File: config.mk
export PLATFORM = sky130hd
export DESIGN_NAME = ctr_stream_ctrl
export DESIGN_NICKNAME = d
export VERILOG_FILES = /design/src/rtl/ctrs_pkg.sv /design/src/rtl/ctrs_regs.sv /design/src/rtl/ctrs_seq.sv /design/src/rtl/ctr_stream_ctrl.sv
export SDC_FILE = /design/constraint.sdc
export NUM_CORES = 2
export LEC_CHECK = 0
export BUFFER_PORTS_ARGS = -buffer_cell sky130_fd_sc_hd__buf_4
export CORE_MARGIN = 5
export CORE_UTILIZATION = 55
export DETAILED_ROUTE_END_ITERATION = 8
export PLACE_DENSITY_LB_ADDON = 0.15
export SETUP_SLACK_MARGIN = 0.15
export SLEW_MARGIN = 20
export SYNTH_ARGS = -nofsm -noshare
export SYNTH_HDL_FRONTEND = slang
export SYNTH_SLANG_ARGS = --single-unit
File: constraint.sdc
create_clock -name clk -period 5.08 [get_ports clk]
set_input_delay 0.254 -clock clk [delete_from_list [all_inputs] [get_ports clk]]
set_output_delay 0.254 -clock clk [all_outputs]
set_load 0.005 [all_outputs]
File: src/rtl/ctrs_pkg.sv
package ctrs_pkg;
  typedef enum logic [1:0] {
    ST_IDLE  = 2'd0,
    ST_LOAD  = 2'd1,
    ST_CRYPT = 2'd2,
    ST_STORE = 2'd3
  } ctrs_state_e;

  localparam logic [1:0] OP_RD = 2'd1;
  localparam logic [1:0] OP_WR = 2'd2;

  localparam logic [5:0] OFF_STATE = 6'h00;
  localparam logic [5:0] OFF_GO    = 6'h01;
  localparam logic [5:0] OFF_BASEL = 6'h02;
  localparam logic [5:0] OFF_BASEH = 6'h03;
  localparam logic [5:0] OFF_LENL  = 6'h04;
  localparam logic [5:0] OFF_LENH  = 6'h05;
  localparam logic [5:0] OFF_KSEL  = 6'h06;
endpackage

File: src/rtl/ctrs_regs.sv
module ctrs_regs
  import ctrs_pkg::*;
#(
  parameter int ADDR_W = 16,
  parameter int LEN_W = 16,
  parameter int BLK_BYTES = 16,
  parameter logic [15:0] WIN_BASE = 16'hFF00
) (
  input  logic                   clk,
  input  logic                   rst,
  input  logic [1:0]             cmd_op,
  input  logic [15:0]            cmd_addr,
  input  logic [7:0]             cmd_wdata,
  input  ctrs_state_e            state_i,
  output logic [7:0]             rsp_o,
  output logic [ADDR_W-1:0]      base_o,
  output logic [LEN_W-1:0]       len_o,
  output logic [BLK_BYTES*8-1:0] ctr_o,
  output logic [BLK_BYTES*8-1:0] key_o,
  output logic                   go_o
);
  localparam int BLK_W = BLK_BYTES * 8;

  logic [5:0]        off;
  logic              in_win, wr_ok, rd_ok;
  logic [7:0]        rd_byte;
  logic [ADDR_W-1:0] base_q;
  logic [LEN_W-1:0]  len_q;
  logic              ksel_q;
  logic [BLK_W-1:0]  ctr_q, key0_q, key1_q;
  logic [7:0]        rsp_q;

  assign off    = cmd_addr[5:0];
  assign in_win = (cmd_addr[15:6] == WIN_BASE[15:6]);
  assign wr_ok  = (cmd_op == OP_WR) && in_win && (state_i == ST_IDLE);
  assign rd_ok  = (cmd_op == OP_RD) && in_win;
  assign go_o   = wr_ok && (off == OFF_GO) && (cmd_wdata == 8'h01);

  always_comb begin
    rd_byte = 8'h00;
    unique case (off[5:4])
      2'd0: begin
        case (off)
          OFF_STATE: rd_byte = {6'b0, state_i};
          OFF_BASEL: rd_byte = base_q[7:0];
          OFF_BASEH: rd_byte = base_q[15:8];
          OFF_LENL:  rd_byte = len_q[7:0];
          OFF_LENH:  rd_byte = len_q[15:8];
          OFF_KSEL:  rd_byte = {7'b0, ksel_q};
          default:   rd_byte = 8'h00;
        endcase
      end
      2'd1: rd_byte = ctr_q[off[3:0]*8 +: 8];
      2'd2: rd_byte = key0_q[off[3:0]*8 +: 8];
      2'd3: rd_byte = key1_q[off[3:0]*8 +: 8];
    endcase
  end

  always_ff @(posedge clk) begin
    if (rst) begin
      base_q <= '0;
      len_q  <= '0;
      ksel_q <= 1'b0;
      ctr_q  <= '0;
      key0_q <= '0;
      key1_q <= '0;
      rsp_q  <= '0;
    end else begin
      if (rd_ok) rsp_q <= rd_byte;
      if (wr_ok) begin
        unique case (off[5:4])
          2'd0: begin
            case (off)
              OFF_BASEL: base_q[7:0]  <= cmd_wdata;
              OFF_BASEH: base_q[15:8] <= cmd_wdata;
              OFF_LENL:  len_q[7:0]   <= cmd_wdata;
              OFF_LENH:  len_q[15:8]  <= cmd_wdata;
              OFF_KSEL:  ksel_q       <= cmd_wdata[0];
              default: ;
            endcase
          end
          2'd1: ctr_q[off[3:0]*8 +: 8]  <= cmd_wdata;
          2'd2: key0_q[off[3:0]*8 +: 8] <= cmd_wdata;
          2'd3: key1_q[off[3:0]*8 +: 8] <= cmd_wdata;
        endcase
      end
    end
  end

  assign rsp_o  = rsp_q;
  assign base_o = base_q;
  assign len_o  = len_q;
  assign ctr_o  = ctr_q;
  assign key_o  = ksel_q ? key1_q : key0_q;

  AST_BUSY_NO_WRITE: assert property (@(posedge clk) disable iff (rst)
    (cmd_op == OP_WR && state_i != ST_IDLE) |=> ($stable(base_q) && $stable(len_q) && $stable(ksel_q) && $stable(ctr_q) && $stable(key0_q) && $stable(key1_q)));
  AST_RSP_HOLD: assert property (@(posedge clk) disable iff (rst)
    (cmd_op != OP_RD) |=> $stable(rsp_q));
  AST_OUTSIDE_NO_WRITE: assert property (@(posedge clk) disable iff (rst)
    (!in_win) |=> ($stable(base_q) && $stable(len_q) && $stable(ctr_q)));
endmodule

File: src/rtl/ctrs_seq.sv
module ctrs_seq
  import ctrs_pkg::*;
#(
  parameter int ADDR_W = 16,
  parameter int LEN_W = 16,
  parameter int BLK_BYTES = 16
) (
  input  logic                   clk,
  input  logic                   rst,
  input  logic                   go_i,
  input  logic [ADDR_W-1:0]      base_i,
  input  logic [LEN_W-1:0]       len_i,
  output ctrs_state_e            state_o,
  output logic [ADDR_W-1:0]      mem_addr,
  output logic                   mem_rd_en,
  input  logic [7:0]             mem_rd_data,
  output logic                   mem_wr_en,
  output logic [7:0]             mem_wr_data,
  output logic                   cph_start,
  output logic [BLK_BYTES*8-1:0] cph_blk,
  input  logic                   cph_done,
  input  logic [BLK_BYTES*8-1:0] cph_result
);
  localparam int BLK_W = BLK_BYTES * 8;
  localparam int IDX_W = $clog2(BLK_BYTES);
  localparam logic [IDX_W-1:0] IDX_LAST = IDX_W'(BLK_BYTES - 1);
  localparam logic [LEN_W:0] STEP = (LEN_W+1)'(BLK_BYTES);

  ctrs_state_e       st_q;
  logic [IDX_W-1:0]  idx_q, oidx_q, cidx_q;
  logic              rd_p1_q, launched_q;
  logic [LEN_W-1:0]  done_cnt_q, blk_off_q;
  logic [BLK_W-1:0]  blk_q, res_q;
  logic [ADDR_W-1:0] cur_addr, addr_q;
  logic              rd_q, wr_q, start_q;
  logic [7:0]        wdat_q;
  logic              more;

  assign cur_addr = base_i + ADDR_W'(blk_off_q) + ADDR_W'(idx_q);
  assign more     = (({1'b0, done_cnt_q} + STEP) < {1'b0, len_i});

  always_ff @(posedge clk) begin
    if (rst) begin
      st_q       <= ST_IDLE;
      idx_q      <= '0;
      oidx_q     <= '0;
      cidx_q     <= '0;
      rd_p1_q    <= 1'b0;
      launched_q <= 1'b0;
      done_cnt_q <= '0;
      blk_off_q  <= '0;
      blk_q      <= '0;
      res_q      <= '0;
      addr_q     <= '0;
      rd_q       <= 1'b0;
      wr_q       <= 1'b0;
      start_q    <= 1'b0;
      wdat_q     <= '0;
    end else begin
      rd_q    <= 1'b0;
      wr_q    <= 1'b0;
      start_q <= 1'b0;
      rd_p1_q <= rd_q;
      cidx_q  <= oidx_q;
      if (rd_p1_q) blk_q[cidx_q*8 +: 8] <= mem_rd_data;
      unique case (st_q)
        ST_IDLE: begin
          if (go_i) begin
            st_q       <= ST_LOAD;
            idx_q      <= '0;
            done_cnt_q <= '0;
            blk_off_q  <= '0;
          end
        end
        ST_LOAD: begin
          rd_q   <= 1'b1;
          addr_q <= cur_addr;
          oidx_q <= idx_q;
          idx_q  <= idx_q + 1'b1;
          if (idx_q == IDX_LAST) begin
            st_q       <= ST_CRYPT;
            launched_q <= 1'b0;
          end
        end
        ST_CRYPT: begin
          if (!launched_q && !rd_q && !rd_p1_q) begin
            start_q    <= 1'b1;
            launched_q <= 1'b1;
          end else if (launched_q && cph_done) begin
            res_q <= cph_result;
            st_q  <= ST_STORE;
            idx_q <= '0;
          end
        end
        ST_STORE: begin
          wr_q   <= 1'b1;
          addr_q <= cur_addr;
          wdat_q <= res_q[idx_q*8 +: 8];
          idx_q  <= idx_q + 1'b1;
          if (idx_q == IDX_LAST) begin
            done_cnt_q <= done_cnt_q + LEN_W'(BLK_BYTES);
            blk_off_q  <= blk_off_q + LEN_W'(BLK_BYTES);
            idx_q      <= '0;
            st_q       <= more ? ST_LOAD : ST_IDLE;
          end
        end
      endcase
    end
  end

  assign state_o     = st_q;
  assign mem_addr    = addr_q;
  assign mem_rd_en   = rd_q;
  assign mem_wr_en   = wr_q;
  assign mem_wr_data = wdat_q;
  assign cph_start   = start_q;
  assign cph_blk     = blk_q;

  AST_RW_EXCLUSIVE: assert property (@(posedge clk) disable iff (rst)
    !(rd_q && wr_q));
  AST_START_ONE_CYCLE: assert property (@(posedge clk) disable iff (rst)
    start_q |=> !start_q);
  AST_START_IN_CRYPT: assert property (@(posedge clk) disable iff (rst)
    start_q |-> (st_q == ST_CRYPT));
  AST_STORE_AFTER_DONE: assert property (@(posedge clk) disable iff (rst)
    (st_q == ST_STORE && $past(st_q) == ST_CRYPT) |-> $past(cph_done));
  AST_WR_ADDR_STEP: assert property (@(posedge clk) disable iff (rst)
    (wr_q && $past(wr_q)) |-> (addr_q == $past(addr_q) + 1'b1));
  AST_RD_ADDR_STEP: assert property (@(posedge clk) disable iff (rst)
    (rd_q && $past(rd_q)) |-> (addr_q == $past(addr_q) + 1'b1));
  AST_LEAVE_IDLE_ON_GO: assert property (@(posedge clk) disable iff (rst)
    (st_q == ST_LOAD && $past(st_q) == ST_IDLE) |-> $past(go_i));
endmodule

File: src/rtl/ctr_stream_ctrl.sv
module ctr_stream_ctrl
  import ctrs_pkg::*;
#(
  parameter int ADDR_W = 16,
  parameter int LEN_W = 16,
  parameter int BLK_BYTES = 16
) (
  input  logic                   clk,
  input  logic                   rst,
  input  logic [1:0]             cmd_op,
  input  logic [15:0]            cmd_addr,
  input  logic [7:0]             cmd_wdata,
  output logic [7:0]             rsp_data,
  output logic [ADDR_W-1:0]      mem_addr,
  output logic                   mem_rd_en,
  input  logic [7:0]             mem_rd_data,
  output logic                   mem_wr_en,
  output logic [7:0]             mem_wr_data,
  output logic                   cph_start,
  output logic [BLK_BYTES*8-1:0] cph_ctr,
  output logic [BLK_BYTES*8-1:0] cph_key,
  output logic [BLK_BYTES*8-1:0] cph_blk,
  input  logic                   cph_done,
  input  logic [BLK_BYTES*8-1:0] cph_result
);
  ctrs_state_e       state;
  logic              go;
  logic [ADDR_W-1:0] base;
  logic [LEN_W-1:0]  len;

  ctrs_regs #(.ADDR_W(ADDR_W), .LEN_W(LEN_W), .BLK_BYTES(BLK_BYTES)) u_regs (
    .clk(clk), .rst(rst), .cmd_op(cmd_op), .cmd_addr(cmd_addr),
    .cmd_wdata(cmd_wdata), .state_i(state), .rsp_o(rsp_data),
    .base_o(base), .len_o(len), .ctr_o(cph_ctr), .key_o(cph_key), .go_o(go)
  );

  ctrs_seq #(.ADDR_W(ADDR_W), .LEN_W(LEN_W), .BLK_BYTES(BLK_BYTES)) u_seq (
    .clk(clk), .rst(rst), .go_i(go), .base_i(base), .len_i(len),
    .state_o(state), .mem_addr(mem_addr), .mem_rd_en(mem_rd_en),
    .mem_rd_data(mem_rd_data), .mem_wr_en(mem_wr_en),
    .mem_wr_data(mem_wr_data), .cph_start(cph_start), .cph_blk(cph_blk),
    .cph_done(cph_done), .cph_result(cph_result)
  );

  AST_NO_ACTIVITY_IDLE: assert property (@(posedge clk) disable iff (rst)
    (state == ST_IDLE && $past(state) == ST_IDLE) |-> (!mem_rd_en && !mem_wr_en && !cph_start));
endmodule

==> results.toml <==
[worst_hold_path]
hold_path_depth = 3
hold_path_class = "in -> reg"
hold_end = "u_regs.base_o[9]"
hp-start = "cmd_wdata[1]"

[place]
port_buffers = 583
dpl.hpwl_mm = 92.85
place_congestion = 0.9973
dp.cells = 5433
place_ws_ns = 1.227
placed_area_um2 = 39730

[power_and_ir_drop]
power.density_nw_per_um2 = 293.0
ir_drop_mv = 0.2306
p_leak_nw = 16.65
power.total_mw = 12.82

[timing]
hold_ws_ns = 0.03350
max_slew_margin_pct = 11.78
slew_violations = 0
setup_slack_ns = 1.079
skew_ns = 0.02910
period_share_pct = 78.76
period_needed_ns = 4.001
rsz0062_at_grt = "no"
fmax_ghz = 0.2499
tns_ns = 0
finalHoldViolations = 0
tightest_slew_ns = 1.323
finalSetupViolations = 0

[drt]
dr_wl_met3_mm = 17.62
num_vias = 35070
drtPass1Iterations = 6
drc = 0
avgViaCountPerCell = 6.128
dr.first_iter.drc_count = 5029
postRouteAntennaNets = 0
wl_met1_mm = 52.05
wire_per_inst_um = 23.69
totalWireLength_mm = 135.6
dr.max_layer_used = "met5"
met2WireLength_mm = 58.47

[logic_synthesis]
synthAdderAreaFrac_pct = 2.078
synth.area.mux_share_pct = 14.63
synth_top_family_by_area = "simple AND/OR/NAND/NOR gates"
synth_seq_area_share_pct = 42.44
synth.ff_latch_count = 748
synthArstFlopShare_pct = 0
synth_ff_type = "dfxtp_1"
ys_warn_count = 0
synth_edf_count = 0
synthSimpleGateAreaFrac_pct = 22.88
synth_compound_area_share_pct = 13.06
syn-mean-instance-area_um2 = 8.223
synth_xor_area_share_pct = 0.8900
netlist_area_um2 = 35290
synth_cells = 4291
synth_nets = 4514
ys_types = 80

[setup_path]
path_cells = "inv_1 -> ha_1 -> nand2_1 -> or3_1 -> or2_2 -> a21oi_1"
required_ns = 5.62
crit_path_end_kind = "flip-flop"
crit_family = "simple AND/OR/NAND/NOR gates"
r2r_setup_slack_ns = 1.08
worst_ep_arrival_time_ns = 4.54
critPathLaunchType = "flip-flop"
rr_endpoint = "u_seq.cph_blk[41]"
slowest_stage = "ha_1"
reg2reg_depth = 6
crit_buf_inv = 1
path_class = "reg -> reg"
r2r-start = "u_seq.cidx_q[0]"
slowest_delay_ns = 1.07
critPathMaxFanout = 39

[global_routing]
antenna_found_initial = 9
grt_pass1_wl_mm = 201.8
grt_use_total_pct = 36.72
overflow = 0
grt_start_max_net_pins = 254
grt_pass1_vias = 33060

[die]
dieWidth_um = 263.3
io_pins = 584
fp.dieH_um = 263.3
coreArea_um2 = 63310
initial_utilization_pct = 55.74
die-area_um2 = 69320
num_rows = 92

[layout]
instances_no_fill = 5722
fillCellCount = 5073
drive_gt1_share_pct = 21.52
areaGrowthSynthToFinish_pct = 23.99
fin_nets = 5027
postLayoutCoreUtil_pct = 69.10
design_area_um2 = 43750

[clock_tree]
cts_max_level = 3
clockBufferDepth = 3
cts_tree = "yes"
cts.sinks = 748
path_clk_slew_ns = 0.06
cts_inserted_buffers = 79
cts-root-buf = "clkbuf_16"
clkLatencyLatePin_ns = 0.64

[run_status]
status = "finished, final reports clean"

[job]
drv_cap = 0
[layer usage]
metal	vias to the layer above	track usage, %
li1	15720	-
met1	16510	48.56
met2	2354	55.07
met3	477	12.26
met4	6	16.27
met5	-	0
[cell usage in the layout (no fill, tap or decap), types with 7 or more instances in the layout]
| cell | n |
|---|---|
| and3_1 | 61 |
| clkinv_2 | 17 |
| or3_1 | 8 |
| o21ai_0 | 72 |
| inv_1 | 28 |
| or2_2 | 11 |
| nor2_2 | 30 |
| nor2_1 | 315 |
| mux4_2 | 96 |
| dfxtp_1 | 746 |
| xnor2_1 | 15 |
| mux2_2 | 135 |
| a22oi_1 | 7 |
| dlygate4sd3_1 | 136 |
| ha_1 | 57 |
| and2_1 | 41 |
| clkbuf_1 | 18 |
| mux2i_1 | 148 |
| nand2_1 | 1127 |
| clkbuf_8 | 21 |
| nand3_1 | 149 |
| nor2b_1 | 16 |
| a32o_1 | 8 |
| nor3_1 | 42 |
| nand4_1 | 12 |
| o211ai_1 | 8 |
| a21oi_1 | 669 |
| xor2_1 | 18 |
| buf_4 | 603 |
| nor4_1 | 12 |
| clkbuf_16 | 83 |
| a211oi_1 | 32 |
| diode_2 | 7 |
[registers in the layout, indices dropped and copies added (netlist names), 8 cells and up]
name,flops
u_seq.mem_wr_data,8
u_regs.len_o,16
u_seq.blk_off_q,12
u_regs.ctr_o,128
u_seq.mem_addr,16
u_regs.key0_q,128
u_regs.rsp_o,8
u_seq.res_q,128
u_seq.cph_blk,128
u_regs.key1_q,128
u_seq.done_cnt_q,12
u_regs.base_o,16
[what timing repair did]
action | 4_1_cts | 5_1_grt
hold endpoints to repair | 158 | 0
buffers inserted | 0 | 0
hold buffers | 136 | 0
gates resized for setup | 0 | 0
[cells in the mapped netlist, drive strengths merged (32+ instances only)]
cell | number | area (um^2)
mux4 | 96 | 2162
a21oi | 671 | 3366
ha | 57 | 713.2
and3 | 62 | 387.9
mux2i | 148 | 1481
and2 | 47 | 294.0
nand3 | 151 | 760.7
o21ai | 75 | 390.4
nor2 | 349 | 1415
clkbuf | 242 | 908.4
mux2 | 135 | 1520
nor3 | 46 | 256.5
dfxtp | 748 | 14970
buf | 72 | 401.6
nand2 | 1127 | 4230
a211oi | 32 | 240.2
[worst min-delay path: cells and delay by family]
family	cells	cell delay [ns]
AO/OA/AOI/OAI	1	0.06
buffers and inverters	1	0.21
AND/OR/NAND/NOR	1	0.09
[worst max-delay path by stage]
stage	depth (start not counted)	end	from
final	6	u_seq.cph_blk[41]	u_seq.cidx_q[0]
after global routing	6	u_seq.cph_blk[45]	u_seq.cidx_q[0]
after CTS	6	u_seq.cph_blk[41]	u_seq.cidx_q[0]
after detailed placement	6	u_seq.cph_blk[45]	u_seq.cidx_q[0]
after global placement	6	u_seq.cph_blk[40]	u_seq.cidx_q[0]
after floorplan	14	u_regs.ctr_o[120]	cmd_addr[0]
[cell families after synthesis]
kind of cell,count (synthesis)
buffers and inverters,343
flip-flops,748
AO/OA/AOI/OAI,852
XOR/XNOR,35
multiplexers,379
AND/OR/NAND/NOR,1876
adder cells (fa/ha/maj),58
[layout make-up]
cell class | instances | area [um^2] | share of cell area (%)
Inverter | 29 | 108.9 | 0.2488
Clock buffer | 122 | 2434 | 5.562
Antenna cell | 7 | 17.52 | 0.04004
Multi-Input combinational cell | 3200 | 18920 | 43.25
Tap cell | 846 | 1059 | 2.419
Timing Repair Buffer | 746 | 6023 | 13.77
Sequential cell | 748 | 14980 | 34.24
Clock inverter | 24 | 209.0 | 0.4776
[report_power, final]
| part | leakage (nW) | internal (mW) | switching, mW |
|---|---|---|---|
| clock | 1.32 | 3.46 | 2.46 |
| sequential | 6.02 | 5.89 | 0.0211 |
| combinational | 9.31 | 0.354 | 0.641 |
| total | 16.7 | 9.70 | 3.12 |
No activity file was read; power rests on OpenSTA's default activity.
